`src/rtl/bdiv_pkg.sv`:
```
package bdiv_pkg;

  typedef enum logic {
    RUN_IDLE = 1'b0,
    RUN_COUNT = 1'b1
  } run_state_e;

  // Mask of 2**e - 1 in a field of width w
  function automatic logic [127:0] pow2_minus1(input int unsigned e);
    logic [127:0] r;
    r = '0;
    for (int i = 0; i < 128; i++) begin
      if (i < int'(e)) r[i] = 1'b1;
    end
    return r;
  endfunction

endpackage

```
`src/rtl/bdiv_stage.sv`:
```
module bdiv_stage #(
  parameter int W = 2
) (
  input  logic         clk,
  input  logic         rst,
  input  logic         load,
  input  logic [W-1:0] load_val,
  input  logic         step,
  input  logic [W-1:0] wrap_val,
  output logic         carry
);

  logic [W-1:0] cnt;
  logic         at_zero;

  assign at_zero = (cnt == '0);
  assign carry   = step && at_zero;

  always_ff @(posedge clk) begin
    if (rst) begin
      cnt <= '0;
    end else if (load) begin
      cnt <= load_val;
    end else if (step) begin
      if (at_zero) cnt <= wrap_val;
      else         cnt <= cnt - W'(1);
    end
  end

  AST_STAGE_WRAP: assert property (@(posedge clk) disable iff (rst)
    (step && !load && at_zero) |=> (cnt == $past(wrap_val)));

  AST_STAGE_DOWN: assert property (@(posedge clk) disable iff (rst)
    (step && !load && !at_zero) |=> (cnt == $past(cnt) - W'(1)));

endmodule

```
`src/rtl/bdiv_cfg.sv`:
```
module bdiv_cfg
  import bdiv_pkg::*;
#(
  parameter int TW = 8,
  parameter int EW = 3
) (
  input  logic          clk,
  input  logic          rst,
  input  logic          boundary,
  input  logic          en,
  input  logic [TW-1:0] tm_a,
  input  logic [TW-1:0] tm_b,
  input  logic [EW-1:0] exp_in,
  output logic [TW-1:0] m_q,
  output logic [EW-1:0] e_q,
  output logic          running,
  output logic          mis_now,
  output logic          mis_q
);

  run_state_e state;
  logic       start_ok;

  assign mis_now  = (tm_a != tm_b);
  assign start_ok = en && !mis_now && (tm_a != '0);
  assign running  = (state == RUN_COUNT);

  always_ff @(posedge clk) begin
    if (rst) begin
      state <= RUN_IDLE;
      m_q   <= '0;
      e_q   <= '0;
      mis_q <= 1'b0;
    end else begin
      mis_q <= mis_now;
      if (boundary) begin
        m_q   <= tm_a;
        e_q   <= exp_in;
        state <= start_ok ? RUN_COUNT : RUN_IDLE;
      end
    end
  end

  AST_HOLD_SETTINGS: assert property (@(posedge clk) disable iff (rst)
    (running && !boundary) |=> ($stable(m_q) && $stable(e_q)));

  AST_STOP_WHEN_OFF: assert property (@(posedge clk) disable iff (rst)
    (boundary && !en) |=> !running);

  AST_ZERO_NO_RUN: assert property (@(posedge clk) disable iff (rst)
    (boundary && (tm_a == '0)) |=> !running);

  AST_MISMATCH_NO_RUN: assert property (@(posedge clk) disable iff (rst)
    (boundary && mis_now) |=> !running);

endmodule

```
`src/rtl/bdiv_chain.sv`:
```
module bdiv_chain
  import bdiv_pkg::*;
#(
  parameter int TW      = 8,
  parameter int EW      = 3,
  parameter int PRE_DIV = 4
) (
  input  logic          clk,
  input  logic          rst,
  input  logic          running,
  input  logic          boundary,
  input  logic [TW-1:0] m_next,
  input  logic [EW-1:0] e_next,
  input  logic [TW-1:0] m_cur,
  input  logic [EW-1:0] e_cur,
  output logic          term
);

  localparam int PRE_W = (PRE_DIV > 2) ? $clog2(PRE_DIV) : 1;
  localparam int LIN_W = TW + 2;
  localparam int POW_W = (1 << EW) - 1;

  logic [PRE_W-1:0] pre_top;
  logic [LIN_W-1:0] lin_next, lin_cur;
  logic [POW_W-1:0] pow_next, pow_cur;
  logic             c_pre, c_lin, c_pow;

  assign pre_top  = PRE_W'(PRE_DIV - 1);
  assign lin_next = {m_next, 2'b00};
  assign lin_cur  = {m_cur, 2'b00};
  assign pow_next = POW_W'(pow2_minus1(int'(e_next)));
  assign pow_cur  = POW_W'(pow2_minus1(int'(e_cur)));

  bdiv_stage #(.W(PRE_W)) u_pre (
    .clk(clk), .rst(rst), .load(boundary), .load_val(pre_top),
    .step(running), .wrap_val(pre_top), .carry(c_pre)
  );

  bdiv_stage #(.W(LIN_W)) u_lin (
    .clk(clk), .rst(rst), .load(boundary), .load_val(lin_next),
    .step(c_pre), .wrap_val(lin_cur), .carry(c_lin)
  );

  bdiv_stage #(.W(POW_W)) u_pow (
    .clk(clk), .rst(rst), .load(boundary), .load_val(pow_next),
    .step(c_lin), .wrap_val(pow_cur), .carry(c_pow)
  );

  assign term = c_pow;

  AST_TERM_NEEDS_RUN: assert property (@(posedge clk) disable iff (rst)
    term |-> running);

endmodule

```
`src/rtl/busclk_divider.sv`:
```
module busclk_divider
  import bdiv_pkg::*;
#(
  parameter int TIMING_W = 8,
  parameter int EXP_W    = 3,
  parameter int PRE_DIV  = 4
) (
  input  logic                clk,
  input  logic                rst,
  input  logic                div_en,
  input  logic [TIMING_W-1:0] tmg_addr,
  input  logic [TIMING_W-1:0] tmg_msg,
  input  logic [EXP_W-1:0]    div_exp,
  output logic                bit_tick,
  output logic                tmg_mismatch
);

  logic [TIMING_W-1:0] m_q;
  logic [EXP_W-1:0]    e_q;
  logic                running, mis_now, term, boundary;

  assign boundary = term || !running;

  bdiv_cfg #(.TW(TIMING_W), .EW(EXP_W)) u_cfg (
    .clk(clk), .rst(rst), .boundary(boundary), .en(div_en),
    .tm_a(tmg_addr), .tm_b(tmg_msg), .exp_in(div_exp),
    .m_q(m_q), .e_q(e_q), .running(running),
    .mis_now(mis_now), .mis_q(tmg_mismatch)
  );

  bdiv_chain #(.TW(TIMING_W), .EW(EXP_W), .PRE_DIV(PRE_DIV)) u_chain (
    .clk(clk), .rst(rst), .running(running), .boundary(boundary),
    .m_next(tmg_addr), .e_next(div_exp), .m_cur(m_q), .e_cur(e_q),
    .term(term)
  );

  always_ff @(posedge clk) begin
    if (rst) bit_tick <= 1'b0;
    else     bit_tick <= term && !mis_now;
  end

  AST_TICK_PULSE: assert property (@(posedge clk) disable iff (rst)
    bit_tick |=> !bit_tick);

  AST_TICK_CLEAN: assert property (@(posedge clk) disable iff (rst)
    bit_tick |-> !tmg_mismatch);

  AST_RESET_QUIET: assert property (@(posedge clk) disable iff (rst)
    $past(rst) |-> (!bit_tick && !tmg_mismatch));

endmodule

```
`config.mk`:
```
export PLATFORM = sky130hd
export DESIGN_NAME = busclk_divider
export DESIGN_NICKNAME = d
export VERILOG_FILES = /design/src/rtl/bdiv_pkg.sv /design/src/rtl/bdiv_stage.sv /design/src/rtl/bdiv_cfg.sv /design/src/rtl/bdiv_chain.sv /design/src/rtl/busclk_divider.sv
export SDC_FILE = /design/constraint.sdc
export NUM_CORES = 1
export LEC_CHECK = 0
export ABC_AREA = 1
export BUFFER_PORTS_ARGS = -buffer_cell sky130_fd_sc_hd__buf_4
export CORE_ASPECT_RATIO = 0.5
export CORE_MARGIN = 2
export CORE_UTILIZATION = 57
export DETAILED_ROUTE_END_ITERATION = 7
export PLACE_DENSITY = 0.78
export SYNTH_ARGS = -nofsm -noshare
export SYNTH_HDL_FRONTEND = slang
export SYNTH_SLANG_ARGS = --single-unit
```
`constraint.sdc`:
```
create_clock -name clk -period 3.5 [get_ports clk]
set_clock_uncertainty 0.15 [all_clocks]
set_input_delay 0.175 -clock clk [delete_from_list [all_inputs] [get_ports clk]]
set_output_delay 0.175 -clock clk [all_outputs]
set_load 0.02 [all_outputs]
```
==> reports/metrics.yaml <==
yosys:
  ys_types: 37
  ys_seq_area_share_pct: 30.8
  yosysWarnings: 0
  synth_largest_area_cell: "dfxtp_1"
  synth_nets: 354
  ys_ff_latch: 33
  yosysTopAreaCellShare_pct: 30.8
  postSynthCellCount: 328
  syn_area_um2: 2140
  synthTopCellsByArea: "dfxtp_1 31%, nand2_1 16%, inv_1 8.9%, nand3_1 5.4%, nor2_1 4.9%"
  syn_area_per_cell_um2: 6.53
floorplanning:
  io_pins: 24
  placementRows: 15
  die_area_um2: 4290
  core_area_um2: 3510
  die_w_um: 90.7
  start_util_pct: 61.0
  die_h_um: 47.3
setup_path:
  r2r_slack_ns: 1.30
  endpoint_kind: "flop"
  crit_path_start_kind: "flop"
  crit_path_max_fanout: 18
  path_class: "reg2reg"
  cp.arrival_ns: 2.21
  crit_required_ns: 3.51
cells_and_area:
  layout_commonest_cell: "nand2_1"
  n_antenna_cell: 0
  area_delta_synth_final_pct: 13.3
  layout_common_cells: "93 x nand2_1, 51 x inv_1, 33 x dfxtp_1, 28 x nor2_1"
  drive_gt1_share_pct: 15.8
  fin_nets: 380
  fin_util_pct: 69.2
place:
  port_buffers: 23
  gp_congestion: 0.989
  dp_hpwl_um: 3910
timing:
  worstMarginPinSlew_ns: 0.548
  relSlewSlack_pct: 63.3
  slew_viol_final: 0
  period_minus_slack_ns: 2.20
  period_share_pct: 62.9
  rsz0062_at_grt: "false"
  finalHoldViolCount: 0
  fmax_mhz: 454
  setup_violations: 0
  setup_tns_ns: 0
clocking:
  clk_latency_ns: 0.29
  clock_sinks: 33
  numCtsBuffers: 5
  tritoncts: "built"
  cts_htree_levels: 2
  cts_buffer_depth: 2
  ctsResizeCount: 0
  clk_pin_slew_worst_paths_ns: 0.07
  root_buffer: "clkbuf_8"
route:
  drtPass1Iterations: 6
  via_count: 2136
  drtAntennaViolNets: 0
  drc_errors: 0
  vias_per_cell: 5.27
  drt-initial-drc-count: 154
  routed_wirelength_um: 5170
  avgRoutedWirePerCell_um: 12.8
global_routing:
  grt_overflow: 0
  grt_first_pass_wirelength_um: 8500
  antenna_found_initial: 0
  grt_pass1_vias: 1886
  gr-usage-all-layers_pct: 25.9
  grt_max_degree: 19
min_path:
  hold_class: "in2reg"
outcome:
  outcome: "finished clean"
pwr:
  total_leakage_power_uw: 0.00121
  powerDensity_nw_per_um2: 352
  ir_drop_mv: 0.234
job:
  cap_violations: 0
==> final cells by class <==
| class | count | area [um^2] |
|---|---|---|
| clock buffers | 7 | 86.3 |
| repair buffers | 24 | 183 |
| inverters | 54 | 208 |
| well taps | 51 | 63.8 |
| multi-input cells | 236 | 1230 |
| fillers | 322 | 1080 |
| flip-flops and latches | 33 | 661 |
==> final timing paths <==
check / from / to / depth (start not counted)
setup reg to reg: u_chain.u_lin.cnt[0] / u_cfg.running / 11
hold reg to reg: u_cfg.m_q[5] / u_cfg.m_q[5] / 2
setup / recovery: u_chain.u_lin.cnt[0] / u_cfg.running / 11
hold / removal: tmg_addr[0] / u_cfg.m_q[0] / 3
==> state kept, by name, indices dropped and copies added (netlist names) <==
| signal | cells |
|---|---|
| bit_tick | 1 |
| u_cfg.e_q | 3 |
| u_cfg.m_q | 8 |
| u_cfg.mis_q | 1 |
| u_cfg.running | 1 |
| u_chain.u_lin.cnt | 10 |
| u_chain.u_pow.cnt | 7 |
| u_chain.u_pre.cnt | 2 |
==> power breakdown <==
part | internal, uW | switching [uW] | leakage (uW)
sequential | 394 | 15.2 | 0.000274
combinational | 63.0 | 89.6 | 0.000892
clock | 156 | 136 | 0.0000443
total | 613 | 240 | 0.00121
==> critical path: stages (launching register included) <==
cell and delay (ns):
dfxtp_1 0.33, inv_1 0.12, ha_1 0.19, inv_1 0.07, nor2_4 0.10, nand3_2 0.10
nor2_4 0.25, nand3_4 0.14, nand2_8 0.16, inv_6 0.10, nand2_1 0.22, o31ai_1 0.12
==> cells in the mapped netlist <==
| master | n |
|---|---|
| ha_1 | 4 |
| nand3_1 | 23 |
| o211ai_2 | 1 |
| buf_4 | 1 |
| nand2_2 | 7 |
| or2_2 | 4 |
| a21oi_1 | 13 |
| a31oi_1 | 1 |
| o22ai_1 | 5 |
| nand2_4 | 1 |
| a211oi_1 | 1 |
| nand3_2 | 3 |
| clkbuf_1 | 1 |
| dfxtp_1 | 33 |
| buf_2 | 1 |
| o21ai_1 | 1 |
| o31ai_1 | 1 |
| xnor2_1 | 4 |
| nor4_1 | 1 |
| inv_2 | 1 |
| nor2_1 | 28 |
| nor2_2 | 3 |
| nand3_4 | 1 |
| nand2_1 | 93 |
| buf_6 | 1 |
| o21ai_0 | 16 |
| buf_12 | 1 |
| o21bai_1 | 1 |
| nand2_8 | 1 |
| o211ai_1 | 2 |
| inv_6 | 1 |
| clkinv_1 | 1 |
| inv_1 | 51 |
| nor2_4 | 4 |
| nor3_1 | 4 |
| xor2_1 | 6 |
| nand4_1 | 7 |
==> per-stage QoR <==
stage | total power (uW) | setup slack (ns) | std cells | area [um^2] | hold slack [ns]
6_report | 853 | 1.30 | 405 | 2430 | 0.0268
5_1_grt | 895 | 1.11 | 405 | 2430 | 0.0365
4_1_cts | 856 | 1.29 | 405 | 2430 | 0.0237
3_5_place_dp | 566 | 1.32 | 397 | 2330 | 0.291
3_3_place_gp | 563 | 1.43 | 397 | 2330 | 0.283
2_1_floorplan | 517 | 1.65 | 328 | 2140 | 0.139
==> kinds of logic (layout without fill, tap and decap cells) <==
logic type | count (synthesis) | count (layout) | share of synthesized area (%)
xor gates and xnor gates | 10 | 10 | 4.09
and+or+nand+nor | 180 | 180 | 39.7
AOI/OAI and AO/OA | 42 | 42 | 11.1
buffers and inverters | 59 | 85 | 11.9
adders and majority gates | 4 | 4 | 2.34
DFF | 33 | 33 | 30.8
==> what timing repair did <==
item,4_1_cts,5_1_grt
buffers inserted,0,0
hold buffers,1,0
hold endpoints to repair,1,0
endpoints found under the setup margin,0,0
==> layer usage <==
| metal | vias to the layer above | wire length, um | GRT usage (%) |
|---|---|---|---|
| li1 | 1084 | - | - |
| met1 | 958 | 2260 | 32.4 |
| met2 | 81 | 2410 | 45.8 |
| met3 | 13 | 390 | 5.46 |
| met4 | 0 | 98 | 11.1 |
| met5 | - | 0 | 0 |
Power figures use the tool's default switching activity.
